## src/rtl/lsq_pkg.sv

```systemverilog
`timescale 1ns/1ps
package lsq_pkg;

  typedef enum logic [1:0] {
    ST_OK      = 2'd0,
    ST_LQ_FULL = 2'd1,
    ST_SQ_FULL = 2'd2
  } lsq_status_e;

  // decoded request class, already gated by the request valid
  typedef struct packed {
    logic is_mem;
    logic ld_cls;
    logic st_cls;
    logic plain_ld;
    logic plain_st;
    logic ld_bar;
    logic st_bar;
  } op_class_t;

  localparam int unsigned NUM_SLOTS = 4;
  localparam int unsigned SLOT_SG   = 0;  // open store group, data link
  localparam int unsigned SLOT_SBG  = 1;  // open store barrier, data link
  localparam int unsigned SLOT_LG   = 2;  // open load group, order link
  localparam int unsigned SLOT_LBG  = 3;  // open load barrier, data link

endpackage

```

## src/rtl/lsq_classify.sv

```systemverilog
`timescale 1ns/1ps
module lsq_classify
  import lsq_pkg::*;
(
  input  logic      req_valid,
  input  logic      may_load,
  input  logic      may_store,
  input  logic      side_fx,
  output op_class_t cls
);

  always_comb begin
    cls          = '0;
    cls.is_mem   = req_valid & (may_load | may_store);
    cls.ld_cls   = req_valid & may_load;
    cls.st_cls   = req_valid & may_store;
    cls.plain_ld = req_valid & may_load & ~may_store & ~side_fx;
    cls.plain_st = req_valid & may_store & ~side_fx;
    cls.ld_bar   = req_valid & may_load & side_fx;
    cls.st_bar   = req_valid & may_store & side_fx;
  end

endmodule

```

## src/rtl/lsq_occupancy.sv

```systemverilog
`timescale 1ns/1ps
module lsq_occupancy #(
  parameter int unsigned SIZE  = 16,
  parameter int unsigned CNT_W = 8
) (
  input  logic clk,
  input  logic rst_n,
  input  logic take,
  input  logic give,
  output logic full
);

  logic [CNT_W-1:0] used_q;
  logic [CNT_W-1:0] used_d;
  logic             used_en;

  always_comb begin
    used_en = take ^ give;
    used_d  = used_q;
    if (take && !give) used_d = used_q + CNT_W'(1);
    if (give && !take) used_d = used_q - CNT_W'(1);
  end

  always_ff @(posedge clk or negedge rst_n) begin
    if (!rst_n)       used_q <= '0;
    else if (used_en) used_q <= used_d;
  end

  generate
    if (SIZE == 0) begin : g_unbounded
      assign full = 1'b0;
    end else begin : g_bounded
      assign full = (used_q == CNT_W'(SIZE));

      // a bounded queue never holds more than its size
      a_r3_within_size: assert property (@(posedge clk) disable iff (!rst_n)
        used_q <= CNT_W'(SIZE));
    end
  endgenerate

  // an entry is never freed from an empty queue unless one is taken alongside
  a_r4_no_underflow: assert property (@(posedge clk) disable iff (!rst_n)
    (give && !take) |-> (used_q != '0));

  // the count moves by the net of take and free
  a_r4_count_step: assert property (@(posedge clk) disable iff (!rst_n)
    (take && give) |=> $stable(used_q));

endmodule

```

## src/rtl/lsq_group_track.sv

```systemverilog
`timescale 1ns/1ps
module lsq_group_track
  import lsq_pkg::*;
#(
  parameter int unsigned GID_W    = 6,
  parameter bit          NO_ALIAS = 1'b0
) (
  input  logic                            clk,
  input  logic                            rst_n,
  input  logic                            accept,
  input  op_class_t                       cls,
  input  logic                            exe_valid,
  input  logic [GID_W-1:0]                exe_group,
  output logic [GID_W-1:0]                gid,
  output logic [NUM_SLOTS-1:0]            lnk_valid,
  output logic [NUM_SLOTS-1:0][GID_W-1:0] lnk_src
);

  localparam logic [GID_W-1:0] ID_MAX   = {GID_W{1'b1}};
  localparam logic [GID_W-1:0] ID_FIRST = GID_W'(1);

  logic [GID_W-1:0] lg_q, lbg_q, sg_q, sbg_q, nid_q;
  logic [GID_W-1:0] lg_d, lbg_d, sg_d, sbg_d, nid_d;
  logic             join_ok_q, join_ok_d;
  logic             joins, new_grp, upd_en;

  always_comb begin
    joins   = accept & cls.plain_ld & (lg_q != '0) & join_ok_q;
    new_grp = accept & ~joins;

    if (!accept)   gid = '0;
    else if (joins) gid = lg_q;
    else            gid = nid_q;

    lnk_src[SLOT_SG]  = sg_q;
    lnk_src[SLOT_SBG] = sbg_q;
    lnk_src[SLOT_LG]  = lg_q;
    lnk_src[SLOT_LBG] = lbg_q;

    lnk_valid[SLOT_SG]  = new_grp & (sg_q != '0) &
                          (cls.st_cls | (cls.ld_cls & ~NO_ALIAS));
    lnk_valid[SLOT_SBG] = new_grp & (sbg_q != '0) & cls.st_cls;
    lnk_valid[SLOT_LG]  = new_grp & (lg_q != '0) & (cls.st_cls | cls.ld_bar);
    lnk_valid[SLOT_LBG] = new_grp & (lbg_q != '0) &
                          ~(lnk_valid[SLOT_SBG] & (sbg_q == lbg_q));
  end

  always_comb begin
    lg_d      = lg_q;
    lbg_d     = lbg_q;
    sg_d      = sg_q;
    sbg_d     = sbg_q;
    nid_d     = nid_q;
    join_ok_d = join_ok_q;

    if (exe_valid) begin
      if (exe_group == lg_q)  lg_d  = '0;
      if (exe_group == lbg_q) lbg_d = '0;
      if (exe_group == sg_q)  sg_d  = '0;
      if (exe_group == sbg_q) sbg_d = '0;
    end

    if (accept && !cls.plain_ld) join_ok_d = 1'b0;

    if (new_grp) begin
      nid_d = (nid_q == ID_MAX) ? ID_FIRST : nid_q + GID_W'(1);
      if (cls.plain_ld) begin
        lg_d      = nid_q;
        join_ok_d = 1'b1;
      end
      if (cls.plain_st) sg_d  = nid_q;
      if (cls.ld_bar)   lbg_d = nid_q;
      if (cls.st_bar)   sbg_d = nid_q;
    end
  end

  assign upd_en = accept | exe_valid;

  always_ff @(posedge clk or negedge rst_n) begin
    if (!rst_n) begin
      lg_q      <= '0;
      lbg_q     <= '0;
      sg_q      <= '0;
      sbg_q     <= '0;
      nid_q     <= ID_FIRST;
      join_ok_q <= 1'b0;
    end else if (upd_en) begin
      lg_q      <= lg_d;
      lbg_q     <= lbg_d;
      sg_q      <= sg_d;
      sbg_q     <= sbg_d;
      nid_q     <= nid_d;
      join_ok_q <= join_ok_d;
    end
  end

  // the identifier allocator never holds zero
  a_r5_id_nonzero: assert property (@(posedge clk) disable iff (!rst_n)
    nid_q != '0);

  // every new group moves the allocator on
  a_r5_id_advances: assert property (@(posedge clk) disable iff (!rst_n)
    new_grp |=> (nid_q != $past(nid_q)));

  // a joining load drives no link
  a_r6_join_quiet: assert property (@(posedge clk) disable iff (!rst_n)
    joins |-> (lnk_valid == '0));

  // an executed open load group is forgotten
  a_r11_exe_clears: assert property (@(posedge clk) disable iff (!rst_n)
    (exe_valid && !accept && exe_group == lg_q) |=> (lg_q == '0));

endmodule

```

## src/rtl/lsq_order_dispatch.sv

```systemverilog
`timescale 1ns/1ps
module lsq_order_dispatch
  import lsq_pkg::*;
#(
  parameter int unsigned LQ_SIZE  = 16,
  parameter int unsigned SQ_SIZE  = 16,
  parameter int unsigned CNT_W    = 8,
  parameter int unsigned GID_W    = 6,
  parameter bit          NO_ALIAS = 1'b0
) (
  input  logic                         clk,
  input  logic                         rst_n,
  input  logic                         disp_valid,
  input  logic                         disp_may_load,
  input  logic                         disp_may_store,
  input  logic                         disp_side_fx,
  input  logic                         ret_load,
  input  logic                         ret_store,
  input  logic                         exe_valid,
  input  logic [GID_W-1:0]             exe_group,
  output logic [1:0]                   disp_status,
  output logic [GID_W-1:0]             disp_gid,
  output logic [NUM_SLOTS-1:0]         link_valid,
  output logic [NUM_SLOTS*GID_W-1:0]   link_src
);

  op_class_t                       cls;
  lsq_status_e                     status;
  logic                            lq_full, sq_full, accept;
  logic [NUM_SLOTS-1:0][GID_W-1:0] src_arr;

  lsq_classify u_cls (
    .req_valid (disp_valid),
    .may_load  (disp_may_load),
    .may_store (disp_may_store),
    .side_fx   (disp_side_fx),
    .cls       (cls)
  );

  always_comb begin
    status = ST_OK;
    if (cls.ld_cls && lq_full)      status = ST_LQ_FULL;
    else if (cls.st_cls && sq_full) status = ST_SQ_FULL;
    accept = cls.is_mem & (status == ST_OK);
  end

  assign disp_status = status;

  lsq_occupancy #(.SIZE(LQ_SIZE), .CNT_W(CNT_W)) u_lq (
    .clk  (clk),
    .rst_n(rst_n),
    .take (accept & cls.ld_cls),
    .give (ret_load),
    .full (lq_full)
  );

  lsq_occupancy #(.SIZE(SQ_SIZE), .CNT_W(CNT_W)) u_sq (
    .clk  (clk),
    .rst_n(rst_n),
    .take (accept & cls.st_cls),
    .give (ret_store),
    .full (sq_full)
  );

  lsq_group_track #(.GID_W(GID_W), .NO_ALIAS(NO_ALIAS)) u_trk (
    .clk      (clk),
    .rst_n    (rst_n),
    .accept   (accept),
    .cls      (cls),
    .exe_valid(exe_valid),
    .exe_group(exe_group),
    .gid      (disp_gid),
    .lnk_valid(link_valid),
    .lnk_src  (src_arr)
  );

  generate
    for (genvar k = 0; k < NUM_SLOTS; k++) begin : g_pack
      assign link_src[k*GID_W +: GID_W] = src_arr[k];
    end
  endgenerate

  // a request touching no memory is always available
  a_r2_nonmem_ok: assert property (@(posedge clk) disable iff (!rst_n)
    (disp_valid && !disp_may_load && !disp_may_store) |-> (disp_status == 2'd0));

  // a refused request carries no group
  a_r2_refused_nogroup: assert property (@(posedge clk) disable iff (!rst_n)
    (disp_status != 2'd0) |-> (disp_gid == '0 && link_valid == '0));

  // links only accompany a freshly assigned group
  a_r12_link_has_dst: assert property (@(posedge clk) disable iff (!rst_n)
    (link_valid != '0) |-> (disp_gid != '0));

endmodule

```

## config.mk

```make
export PLATFORM = sky130hd
export DESIGN_NAME = lsq_order_dispatch
export DESIGN_NICKNAME = d
export VERILOG_FILES = /design/src/rtl/lsq_pkg.sv /design/src/rtl/lsq_classify.sv /design/src/rtl/lsq_occupancy.sv /design/src/rtl/lsq_group_track.sv /design/src/rtl/lsq_order_dispatch.sv
export SDC_FILE = /design/constraint.sdc
export NUM_CORES = 1
export LEC_CHECK = 0
export BUFFER_PORTS_ARGS = -buffer_cell sky130_fd_sc_hd__buf_2
export CORE_MARGIN = 5
export CORE_UTILIZATION = 50
export DETAILED_ROUTE_END_ITERATION = 12
export PLACE_DENSITY = 0.75
export SLEW_MARGIN = 10
export SYNTH_ARGS = -nofsm -noshare
export SYNTH_HDL_FRONTEND = slang
export SYNTH_SLANG_ARGS = --single-unit
```

## constraint.sdc

```tcl
create_clock -name clk -period 2.9 [get_ports clk]
set_clock_uncertainty 0.1 [all_clocks]
set_input_delay 0.29 -clock clk [delete_from_list [all_inputs] [get_ports clk]]
set_output_delay 0.29 -clock clk [all_outputs]
set_load 0.05 [all_outputs]
```

Word level (Yosys, flattened, before mapping)
Index checks and enable logic that the tools add are counted.
{"block": "word_totals", "elab_cells": 105, "output_inout_bits": 36, "input_bits": 15, "ff_bits": 47}
{"block": "op_classes", "n_eq_ne": 8, "n_reduce_logical": 22, "add_sub_neg": 5, "n_mux": 28, "bitwise_logic": 34}
{"op": "6-bit two-way mux", "n": 19}
{"op": "8-bit two-way mux", "n": 4}
{"op": "6-bit == test", "n": 5}
{"op": "1-bit AND", "n": 24}
{"op": "6-bit nonzero test", "n": 4}
{"op": "8-bit by 1-bit adder with 8-bit output (second input constant)", "n": 2}
{"op": "8-bit by 5-bit == test with 1-bit output (second input constant)", "n": 2}
{"op": "8-bit by 1-bit subtractor with 8-bit output (second input constant)", "n": 2}
{"op": "1-bit logical AND", "n": 7}
{"op": "6-bit by 1-bit adder with 6-bit output (second input constant)", "n": 1}
{"op": "6-bit == test (second input constant)", "n": 1}
{"op": "2-bit AND reduction", "n": 3}
{"op": "1-bit zero test", "n": 5}
{"op": "2-bit two-way mux", "n": 2}
{"op": "1-bit NOT", "n": 4}
{"op": "1-bit bitwise OR", "n": 4}
{"op": "2-bit nonzero test", "n": 2}
{"op": "1-bit two-way mux", "n": 3}
{"op": "2-bit zero test", "n": 1}
{"op": "1-bit bitwise XOR", "n": 2}

Logic depth before layout (Yosys ltp)
Gate-level depths: netlist (run 1).
{"block": "logic_depth", "word_depth": 16, "ltp_mapped": 14, "depth_no_buf": 13}

Modules after synthesis
From an unflattened synthesis (run 1), not the netlist that was laid out.
{"block": "hier_totals", "hier_cells": 427, "hier_area_um2": 3816.2}
{"mod": "lsq_group_track", "n_inst": 1, "cells_per_inst": 201, "area_each_um2": 1891.8, "seq_area_each_um2": 777.0}
{"mod": "lsq_occupancy", "n_inst": 2, "cells_per_inst": 106, "area_each_um2": 913.4, "seq_area_each_um2": 200.2}
{"mod": "lsq_classify", "n_inst": 1, "cells_per_inst": 7, "area_each_um2": 55.1, "seq_area_each_um2": 0.0}
{"mod": "lsq_order_dispatch", "n_inst": 1, "cells_per_inst": 7, "area_each_um2": 42.5, "seq_area_each_um2": 0.0}

Worst setup path before layout (run 1)
No wires, ideal clock.
{"block": "synth_path", "path_kind": "reg-to-reg", "start": "register u_lq.used_q[5]", "end": "register u_sq.used_q[6]", "arrival_ns": 2.832, "path_buffers": 0, "setup_time_ns": 0.129, "path_stages_with_launch": 14, "period_less_slack_ns": 3.061, "t_required_ns": 2.671, "slack_ns": -0.161, "path_cell_list": "dfrtp_1 nor4b_2 nand4_2 inv_2 nor3_4 nand2_1 ha_1 inv_1 fa_1 nor2b_1 o21ai_0 a21boi_0 or4_1 nand3_1"}
{"block": "synth_between", "elab_chain_cells": 10, "elab_cells_between_ends": 13, "cone_classes": "eq/ne (1); mux (2); bitwise (3); reduce/logical (7)"}
{"element": "start: declaration", "line_no": "lsq_occupancy.sv:13", "rtl": "logic [CNT_W-1:0] used_q;"}
{"element": "start signal: assignment", "line_no": "lsq_occupancy.sv:26", "rtl": "else if (used_en) used_q <= used_d;"}
{"element": "8-bit by 5-bit == test with 1-bit output (*)", "line_no": "lsq_occupancy.sv:33", "rtl": "assign full = (used_q == CNT_W'(SIZE));"}
{"element": "1-bit logical AND (*)", "line_no": "lsq_order_dispatch.sv:42", "rtl": "if (cls.ld_cls && lq_full) status = ST_LQ_FULL;"}
{"element": "2-bit two-way mux (*)", "line_no": "lsq_order_dispatch.sv:42"}
{"element": "named net disp_status[0]", "line_no": "lsq_order_dispatch.sv:21", "rtl": "output logic [1:0] disp_status,"}
{"element": "2-bit zero test (*)", "line_no": "lsq_order_dispatch.sv:44", "rtl": "accept = cls.is_mem & (status == ST_OK);"}
{"element": "1-bit AND (*)", "line_no": "lsq_order_dispatch.sv:44"}
{"element": "1-bit AND (*)", "line_no": "lsq_order_dispatch.sv:60", "rtl": ".take (accept & cls.st_cls),"}
{"element": "1-bit zero test", "line_no": "lsq_occupancy.sv:21", "rtl": "if (give && !take) used_d = used_q - CNT_W'(1);"}
{"element": "1-bit logical AND", "line_no": "lsq_occupancy.sv:21"}
{"element": "2-bit nonzero test (no source line)"}
{"element": "2-bit AND reduction (no source line)"}
{"element": "end signal: assignment", "line_no": "lsq_occupancy.sv:26"}
{"element": "end: declaration", "line_no": "lsq_occupancy.sv:13"}
Mark *: on every way through the listed nets, which the timed path passes. The rest lies on a longest branch.
A chain may end at the register's enable or synchronous reset.

Final worst setup path (run 1)
{"block": "layout_path", "start": "register u_sq.used_q[3]", "end": "register u_sq.used_q[7]"}
{"block": "layout_between", "elab_chain_cells": 11, "elab_cells_between_ends": 17, "cone_classes": "add/sub (2); eq/ne (1); mux (4); bitwise (3); reduce/logical (7)"}
{"element": "8-bit by 5-bit == test with 1-bit output", "line_no": "lsq_occupancy.sv:33"}
{"element": "1-bit logical AND", "line_no": "lsq_order_dispatch.sv:43", "rtl": "else if (cls.st_cls && sq_full) status = ST_SQ_FULL;"}
{"element": "2-bit two-way mux", "line_no": "lsq_order_dispatch.sv:43"}
{"element": "2-bit two-way mux", "line_no": "lsq_order_dispatch.sv:42"}
{"element": "2-bit zero test", "line_no": "lsq_order_dispatch.sv:44"}
{"element": "1-bit AND", "line_no": "lsq_order_dispatch.sv:44"}
{"element": "1-bit AND", "line_no": "lsq_order_dispatch.sv:60"}
{"element": "1-bit zero test", "line_no": "lsq_occupancy.sv:21"}
{"element": "1-bit logical AND", "line_no": "lsq_occupancy.sv:21"}
{"element": "2-bit nonzero test (no source line)"}
{"element": "2-bit AND reduction (no source line)"}
Several ways; a longest one is shown, not always the timed one. The select of a mux whose other input is x is not followed.

==> results of run 1 <==
## area by class of cell
type / count / area (sq um) / share of cell area, %
inverter: 10 / 40.0 / 0.989
tap: 80 / 100 / 2.47
timing repair buffer: 67 / 380 / 9.39
sequential: 47 / 1180 / 29.1
clock inverter: 2 / 60.1 / 1.48
multi-input combinational: 260 / 2220 / 54.8
clock buffer: 6 / 72.6 / 1.79
## stage by stage
| stage | std cells | setup slack (ns) | area, sq um | setup TNS [ns] | power [mW] |
|---|---|---|---|---|---|
| final | 472 | 0.0974 | 4050 | 0 | 4.61 |
| after CTS | 471 | 0.00521 | 3960 | 0 | 4.52 |
| after global placement | 462 | 0.0367 | 3800 | 0 | 3.84 |
| after floorplan | 331 | -0.0180 | 3430 | -0.0180 | 3.27 |
| after global routing | 472 | -0.0119 | 4050 | -0.0119 | 4.91 |
| after detailed placement | 462 | -0.0561 | 3800 | -0.0995 | 3.91 |
## cells in the mapped netlist (all sizes together)
cell / number
a211o: 1
a211oi: 5
a21boi: 2
a21o: 2
a21oi: 11
a22o: 15
a31o: 1
a31oi: 8
a41oi: 1
and2: 1
and2b: 2
and3: 3
and4: 3
and4b: 1
buf: 7
clkbuf: 7
dfrtp: 46
dfstp: 1
fa: 2
ha: 15
inv: 10
mux2: 9
mux2i: 9
nand2: 21
nand2b: 5
nand3: 9
nand4: 4
nor2: 8
nor2b: 9
nor3: 17
nor3b: 7
nor4: 5
nor4b: 4
o21ai: 23
o21bai: 1
o221ai: 1
o31a: 1
o31ai: 3
o32ai: 2
o41ai: 2
or4: 5
xnor2: 25
xor2: 17
## how the worst max path moves through the flow
stage	from	endpoint	slack (ns)	cells past startpoint
CTS	u_lq.used_q[5]	u_sq.used_q[7]	0.005	12
global route	u_sq.used_q[4]	u_lq.used_q[7]	-0.01	12
global placement	u_sq.used_q[1]	u_lq.used_q[6]	0.04	11
detailed placement	u_sq.used_q[1]	u_sq.used_q[7]	-0.06	11
floorplan	u_lq.used_q[5]	u_sq.used_q[6]	-0.02	13
finish	u_sq.used_q[3]	u_sq.used_q[7]	0.1	11
## layer usage
layer	vias up	routed length [um]	track usage, %
li1	1343	-	-
met1	1372	3880	26.5
met2	74	3820	31.6
met3	15	443	4.27
met4	0	141	4.95
met5	-	0	0
## timing repair
action,4_1_cts,5_1_grt
endpoints found under the setup margin,6,7
buffers inserted,0,1
pin swaps,0,16
hold endpoints to repair,22,0
gates resized for setup,7,20
hold buffers,1,0
## sequential cells by signal (all words and copies together) (netlist names), named ones only
register     flops
u_trk.sbg_q      6
u_sq.used_q      8
u_trk.lbg_q      6
u_trk.lg_q       6
u_trk.sg_q       6
u_lq.used_q      8
u_trk.nid_q      6
## logic make-up (layout without fill, tap and decap cells)
| family | Yosys count | after routing |
|---|---|---|
| flops | 47 | 47 |
| simple gates | 104 | 104 |
| xor+xnor | 42 | 42 |
| mux | 18 | 18 |
| compound gates | 79 | 79 |
| buf+inv | 24 | 85 |
| fa+ha+maj | 17 | 17 |
## power breakdown
group / total [mW] / switching, mW / internal [mW]
clock network: 0.573 / 0.228 / 0.345
registers: 1.48 / 0.516 / 0.963
logic: 2.56 / 1.53 / 1.03
total: 4.61 / 2.27 / 2.34
## critical path, stage by stage (launching register included)
cell and delay, ns:
dfrtp_2 0.45, nor4_4 0.35, and4_4 0.29, nor3_4 0.06, nand2_2 0.09, ha_4 0.18, ha_1 0.26, a211oi_2 0.28
o21ai_2 0.12, nand2_1 0.09, mux2_2 0.33, o32ai_1 0.11
==> flow_metrics.tcl, run 1 <==
set metrics [dict create \
    synth_fa_ha_area_share_pct 6.73 \
    worst-setup-path-type "reg2reg" \
    clockBufferDepth 2 \
    die-area_sq_um 8510 \
    die_w_um 92.3 \
    max-cap-violations 0 \
    route.detailed.drc 0 \
    setup_viol_count_final 0 \
    hpwl_um 6010 \
    yosys_register_bits 47 \
    synth_nets 363 \
    hp-start "disp_may_load" \
    layout_commonest_cell "buf_2" \
    io_pins 51 \
    fin_crit_sh_pct 96.6 \
    overflow 0 \
    synth_top_family_by_area "simple AND/OR/NAND/NOR gates" \
    fmax_mhz 357 \
    synth_compound_area_share_pct 18.2 \
    crit_required_ns 3.00 \
    min_period_ns 2.80 \
    status "finished, final reports clean" \
    antenna_cells 0 \
    synth.area.mux_share_pct 5.88 \
    hold_path_class "in2reg" \
    grt_max_degree 26 \
    yosysTopAreaCellShare_pct 34.0 \
    cp.arrival_ns 2.91 \
    yosysSeqAreaShare_pct 34.8 \
    cts_buffers 5 \
    r2r_end "u_sq.used_q[7]" \
    drt_first_pass_iters 4 \
    area_delta_synth_final_pct 19.7 \
    fin_util_pct 60.6 \
    drive_gt1_share_pct 32.1 \
    first_global_vias 2761 \
    synth_cell_types 56 \
    ant_nets 0 \
    finalHoldViolCount 0 \
    vias 2804 \
    power.density_nw_per_um2 1140 \
    netlist_area_sq_um 3380 \
    worst-path-max-fanout 5 \
    max_slew_margin_pct 46.8 \
    synth.avg_cell_area_sq_um 10.2 \
    synth_xor_area_share_pct 10.9 \
    maxSlewViolCount 0 \
    cts_tree "yes" \
    start_util_pct 50.7 \
    io_buffers 50 \
    grt_pass1_wl_um 13600 \
    path_clk_slew_ns 0.08 \
    regToRegStartpoint "u_sq.used_q[3]" \
    worst_pin_slew_ns 0.795 \
    nets 423 \
    drt_iter0_drc 213 \
    grt_usage_pct 19.5 \
    place.gp.congestion 0.846 \
    rrSetupSlack_ns 0.1 \
    root_buffer "clkbuf_8" \
    r2r_cells 11 \
    whs_ns 0.286 \
    routed_via_density 5.94 \
    die_h_um 92.3 \
    wl_per_cell_um 17.6 \
    nFillCells 554 \
    end_kind "flop" \
    synthCells 331 \
    peakVddDrop_mv 0.462 \
    yosys-top-cells-area "dfrtp_1 (34%), xnor2_1 (6.5%), ha_1 (5.5%)" \
    coreArea_sq_um 6680 \
    antenna_found_initial 0 \
    final_cell_mix "buf_2 (50), dfrtp_1 (45), xnor2_1 (25)" \
    cts.sinks 47 \
    yosys.area_share.simple_pct 19.9 \
    critPathLaunchType "flop" \
    min_path_cells 3 \
    htreeDepth 2 \
    clkLatencyLatePin_ns 0.30 \
    synth.largest_area_cell "dfrtp_1" \
    p_leak_nw 1.81 \
    ys_warn_count 0 \
    routed_wl_um 8290 \
    rows 30 \
]
No activity file was read; power rests on OpenSTA's default activity.
==> run 2, diff against run 1 <==
--- a/config.mk
+++ b/config.mk
@@ -6,11 +6,14 @@
 export NUM_CORES = 1
 export LEC_CHECK = 0
 export BUFFER_PORTS_ARGS = -buffer_cell sky130_fd_sc_hd__buf_2
+export CORE_ASPECT_RATIO = 0.6
 export CORE_MARGIN = 5
 export CORE_UTILIZATION = 50
 export DETAILED_ROUTE_END_ITERATION = 12
-export PLACE_DENSITY = 0.75
+export PLACE_DENSITY = 0.74
+export SKIP_CTS_REPAIR_TIMING = 1
 export SLEW_MARGIN = 10
 export SYNTH_ARGS = -nofsm -noshare
 export SYNTH_HDL_FRONTEND = slang
+export SYNTH_HIERARCHICAL = 1
 export SYNTH_SLANG_ARGS = --single-unit
==> run 2 against run 1 <==
The flow now finishes with violations (negative hold slack). Clock-buffer cell count is 1 lower. Clock power is 34% higher. Routed wire length is 33% higher. Worst setup slack worse by 0.096 ns. Fmax is 3.3% lower. Sequential power is 5% lower. Worst hold slack worse by 0.34 ns. Sequential cell count stayed put. Non-clock buffer count is 19 higher. Sequential share of layout area is 3.6 points lower. Largest cell class unchanged.
==> flow_metrics.tcl, run 2 <==
set metrics [dict create \
    peakVddDrop_mv 0.798 \
    htreeDepth 2 \
    fin_crit_sh_pct 99.9 \
    fin_util_pct 62.7 \
    synth_common_cells "dfrtp_1 (46), nand2_1 (35), xnor2_1 (28)" \
    worst-path-max-fanout 5 \
    netlist_area_sq_um 3820 \
    yosysSeqAreaShare_pct 30.9 \
    synth.avg_cell_area_sq_um 8.94 \
    ant_nets 0 \
    whs_ns -0.0509 \
    reg_top3 "u_lq/used_q (8), u_sq/used_q (8)" \
    synth_async_sr_flop_share_pct 100 \
    place.gp.congestion 0.887 \
    fmax_mhz 345 \
    p_sw_share_pct 49.4 \
    max-cap-violations 0 \
    yosysMostFrequentCell "dfrtp_1" \
    io_pins 51 \
    drt_iter0_drc 307 \
    power_frac_comb_pct 57.8 \
    violations "negative hold slack" \
    p_sw_mw 2.54 \
    rrSetupSlack_ns 0.002 \
    synth-main-ff-cell "dfrtp_1" \
    first_global_vias 3426 \
    layout_commonest_cell "buf_2" \
    p_int_mw 2.59 \
    worst-setup-path-type "reg2reg" \
    nFillCells 624 \
    path_clk_slew_ns 0.07 \
    wl_per_cell_um 18.5 \
    cts.sinks 47 \
    cp-endpoint "u_sq/used_q[6]" \
    ys_warn_count 6 \
    cts_buffers 5 \
    placed_cell_area_sq_um 4290 \
    grt_max_degree 32 \
    cp.arrival_ns 2.97 \
    overflow 0 \
    finalHoldViolCount 29 \
    coreArea_sq_um 7360 \
    status "complete, but fails checks" \
    die_w_um 123 \
    rows 24 \
    r2r_end "u_sq/used_q[6]" \
    antenna_found_initial 0 \
    area_delta_synth_final_pct 20.9 \
    max_slew_margin_pct 23.4 \
    io_buffers 50 \
    crit_required_ns 2.98 \
    final_cell_mix "buf_2 (48), dfrtp_1 (45), nand2_1 (34)" \
    drt_first_pass_iters 5 \
    synth_nets 449 \
    fin_area_sq_um 4610 \
    p_seq_share_pct 27.3 \
    startpoint "u_lq/used_q[1]" \
    nets 511 \
    rsz0062_at_grt "true" \
    synth_cell_types 70 \
    setup_viol_count_final 0 \
    regToRegStartpoint "u_lq/used_q[1]" \
    grt_pass1_wl_um 17500 \
    grt_usage_pct 22.9 \
    clkPwrFrac_pct 14.9 \
    r2r_cells 13 \
    routed_wl_um 11000 \
    worst_pin_slew_ns 1.14 \
    synth-edff-count 0 \
    clockBufferDepth 2 \
    min_period_ns 2.90 \
    drive_gt1_share_pct 32.0 \
    maxSlewViolCount 0 \
    route.detailed.drc 0 \
    routed_via_density 6.10 \
    clkLatencyLatePin_ns 0.30 \
    register_area_sq_um 1180 \
    end_kind "flop" \
    vias 3626 \
    die_h_um 77.7 \
    p_leak_nw 2.03 \
    hold_path_class "in2async" \
    synth.largest_area_cell "dfrtp_1" \
    antenna_cells 0 \
    root_buffer "clkbuf_16" \
    synthCells 427 \
    place_ws_ns 0.0875 \
    start_util_pct 51.9 \
    critPathLaunchType "flop" \
    power.density_nw_per_um2 1110 \
    yosys-top-cells-area "dfrtp_1 (30%), xnor2_1 (6.4%), xor2_1 (3.7%)" \
    setup_ws_ns 0.00159 \
    multiInputGateArea_sq_um 2480 \
    yosys_register_bits 47 \
    cts_tree "yes" \
    die-area_sq_um 9540 \
    hpwl_um 7810 \
    yosysTopAreaCellShare_pct 30.2 \
]
==> run 2: per-stage QoR <==
step | instances | TNS (ns) | total power, mW
5_1_grt | 594 | -0.230 | 5.41
6_report | 594 | 0 | 5.13
2_1_floorplan | 427 | -0.0330 | 3.54
3_3_place_gp | 578 | 0 | 4.09
3_5_place_dp | 578 | 0 | 4.19
4_1_cts | 586 | -0.749 | 4.99
==> run 2: worst min-delay path by stage <==
| stage | slack, ns | depth (start not counted) | end |
|---|---|---|---|
| 2_1_floorplan | -0.11 | 0 | u_lq/used_q[0] |
| 3_3_place_gp | 0.29 | 1 | u_lq/used_q[6] |
| 3_5_place_dp | 0.29 | 1 | u_lq/used_q[6] |
| 4_1_cts | -0.03 | 1 | u_lq/used_q[6] |
| 5_1_grt | 0.03 | 1 | u_lq/used_q[6] |
| 6_report | -0.05 | 1 | u_lq/used_q[6] |
==> run 2: routing by layer <==
metal	vias up	track usage, %	part of all wire [%]
met4	0	6.59	1.4
li1	1671	-	-
met3	15	4.80	7.6
met1	1771	33.5	46
met5	-	0	0
met2	169	33.8	45
==> run 2: cell type report <==
class	instances	area share (%)
clock buffer	5	2.71
clock inverter	3	1.46
inverter	20	1.63
multi-input combinational	329	53.7
sequential	47	25.5
tap	104	2.82
timing repair buffer	86	12.2
==> run 2: logic make-up (layout without fill, tap and decap cells) <==
logic type,after synthesis,after routing,share of synthesized area [%]
AND/OR/NAND/NOR,168,168,26.9
AO/OA/AOI/OAI,97,97,19.3
buffers and inverters,51,114,6.95
flip-flops,47,47,30.9
XOR/XNOR,44,44,10.1
multiplexers,13,13,3.57
adder cells (fa/ha/maj),7,7,2.29
==> run 2: worst max-delay path, stage by stage (launching register included) <==
cell and delay [ns]:
dfrtp_1 0.39, or3_4 0.41, nor3_4 0.20, nand2_2 0.09, and4b_1 0.19, inv_2 0.08, ha_4 0.19, xor2_2 0.08
ha_2 0.21, a31oi_1 0.25, o22ai_2 0.13, buf_4 0.17, o41ai_2 0.19, nor3_1 0.09
==> run 2: power by group through the flow <==
stage	sequential [mW]	clock (mW)	combinational [mW]
4_1_cts	1.39	0.771	2.83
2_1_floorplan	1.75	0	1.79
5_1_grt	1.44	0.801	3.17
3_3_place_gp	1.38	0	2.71
3_5_place_dp	1.40	0	2.79
6_report	1.40	0.765	2.97
==> run 3, diff against run 2 <==
--- a/config.mk
+++ b/config.mk
@@ -8,9 +8,9 @@
 export BUFFER_PORTS_ARGS = -buffer_cell sky130_fd_sc_hd__buf_2
 export CORE_ASPECT_RATIO = 0.6
 export CORE_MARGIN = 5
-export CORE_UTILIZATION = 50
+export CORE_UTILIZATION = 53
 export DETAILED_ROUTE_END_ITERATION = 12
-export PLACE_DENSITY = 0.74
+export PLACE_DENSITY = 0.78
 export SKIP_CTS_REPAIR_TIMING = 1
 export SLEW_MARGIN = 10
 export SYNTH_ARGS = -nofsm -noshare
==> run 3 against run 2 <==
The flow now finishes without violations. Design area is 1.6% higher. Core utilization is 2.9 points higher. Global-route usage is 1.9 points higher. Critical path depth stayed put. Combinational power is 3% higher. Routed wire length is 0.25% lower. Die area is 5.1% lower. Fmax is 0.69% higher. Clock power is 14% lower. Sequential power hardly changed. Register-to-register slack better by 0.02 ns. Sequential cell count stayed put. Highest routed layer unchanged.
==> flow_metrics.tcl, run 3 (synthesis results as in run 2) <==
set metrics [dict create \
    htreeDepth 2 \
    max-cap-violations 0 \
    worst_pin_slew_ns 0.960 \
    setup_viol_count_final 0 \
    grt_max_degree 26 \
    start_util_pct 53.4 \
    min_period_ns 2.88 \
    hold_path_class "in2reg" \
    reg_top3 "u_lq/used_q (8), u_sq/used_q (8)" \
    nets 520 \
    fin_util_pct 65.6 \
    first_global_vias 3517 \
    antenna_found_initial 0 \
    rsz0062_at_grt "true" \
    die_h_um 75.7 \
    finalHoldViolCount 0 \
    fin_area_sq_um 4690 \
    hpwl_um 7810 \
    worst-path-max-fanout 4 \
    cts_tree "yes" \
    die-area_sq_um 9050 \
    dp.cells 567 \
    ant_nets 0 \
    route.detailed.drc 0 \
    place.gp.congestion 0.921 \
    die_w_um 120 \
    r2r_cells 13 \
    max_slew_margin_pct 35.4 \
    peakVddDrop_mv 0.830 \
    path_clk_slew_ns 0.07 \
    place_ws_ns 0.0849 \
    placed_cell_area_sq_um 4280 \
    final_cell_mix "buf_2 (44), buf_4 (44), dfrtp_1 (44)" \
    io_buffers 50 \
    p_leak_nw 2.07 \
    maxSlewViolCount 0 \
    vias 3707 \
    overflow 0 \
    root_buffer "clkbuf_16" \
    min_path_cells 4 \
    critPathLaunchType "flop" \
    area_delta_synth_final_pct 22.9 \
    drt_first_pass_iters 5 \
    routed_via_density 6.29 \
    io_pins 51 \
    wl_per_cell_um 18.7 \
    clockBufferDepth 2 \
    routed_wl_um 11000 \
    cp.arrival_ns 3.00 \
    grt_pass1_wl_um 17800 \
    fmax_mhz 347 \
    clkLatencyLatePin_ns 0.30 \
    coreArea_sq_um 7150 \
    crit_required_ns 3.02 \
    antenna_cells 0 \
    worst-setup-path-type "reg2reg" \
    fin_crit_sh_pct 99.3 \
    stdcell_count 589 \
    cts.sinks 47 \
    drive_gt1_share_pct 33.5 \
    total_power_mw 5.11 \
    drt_iter0_drc 330 \
    end_kind "flop" \
    rrSetupSlack_ns 0.02 \
    cts_buffers 5 \
    setup_ws_ns 0.0213 \
    power.density_nw_per_um2 1090 \
    rows 24 \
    grt_usage_pct 24.8 \
    status "finished, final reports clean" \
]
-- run 3: area by class of cell --
class | count | area [sq um]
repair buffers | 95 | 633
flip-flops and latches | 47 | 1180
clock buffers | 5 | 125
fillers | 551 | 2460
well taps | 91 | 114
multi-input cells | 329 | 2520
clock inverters | 2 | 37.5
inverters | 20 | 75.1
-- run 3: power by group --
group          switching (mW)  internal (mW)
Clock                   0.257          0.402
Sequential              0.449          0.961
Combinational            1.85           1.19
Total                    2.56           2.56
-- run 3: routing by layer --
| metal | global-route usage (%) | part of all wire [%] | vias up |
|---|---|---|---|
| li1 | - | - | 1694 |
| met1 | 34.9 | 46 | 1795 |
| met2 | 38.4 | 44 | 195 |
| met3 | 6.53 | 8.8 | 23 |
| met4 | 6.60 | 1.5 | 0 |
| met5 | 0 | 0 | - |
-- run 3: metrics by stage --
stage | hold WS (ns) | TNS [ns]
2_1_floorplan | -0.106 | -0.0330
3_3_place_gp | 0.236 | 0
3_5_place_dp | 0.228 | 0
4_1_cts | -0.0854 | -0.571
5_1_grt | 0.425 | -0.318
6_report | 0.377 | 0
-- run 3: final timing paths --
check / start / end
min in group asynchronous: rst_n / u_trk/nid_q[3]
max: u_sq/used_q[2] / u_lq/used_q[4]
max in group asynchronous: rst_n / u_trk/lbg_q[1]
max reg2reg: u_sq/used_q[2] / u_lq/used_q[4]
min: exe_valid / u_trk/lbg_q[0]
min reg2reg: u_sq/used_q[0] / u_sq/used_q[0]
-- run 3: critical path, cell delays in order, from the launching register on --
cell     delay (ns)
dfrtp_1        0.39
or3_4          0.41
nor3_4         0.15
nand2_2        0.09
and4b_1        0.22
inv_2          0.09
ha_4           0.18
xor2_2         0.16
ha_2           0.23
a21oi_2        0.06
o22ai_2        0.25
buf_4          0.16
mux2i_1        0.21
xnor2_1        0.13
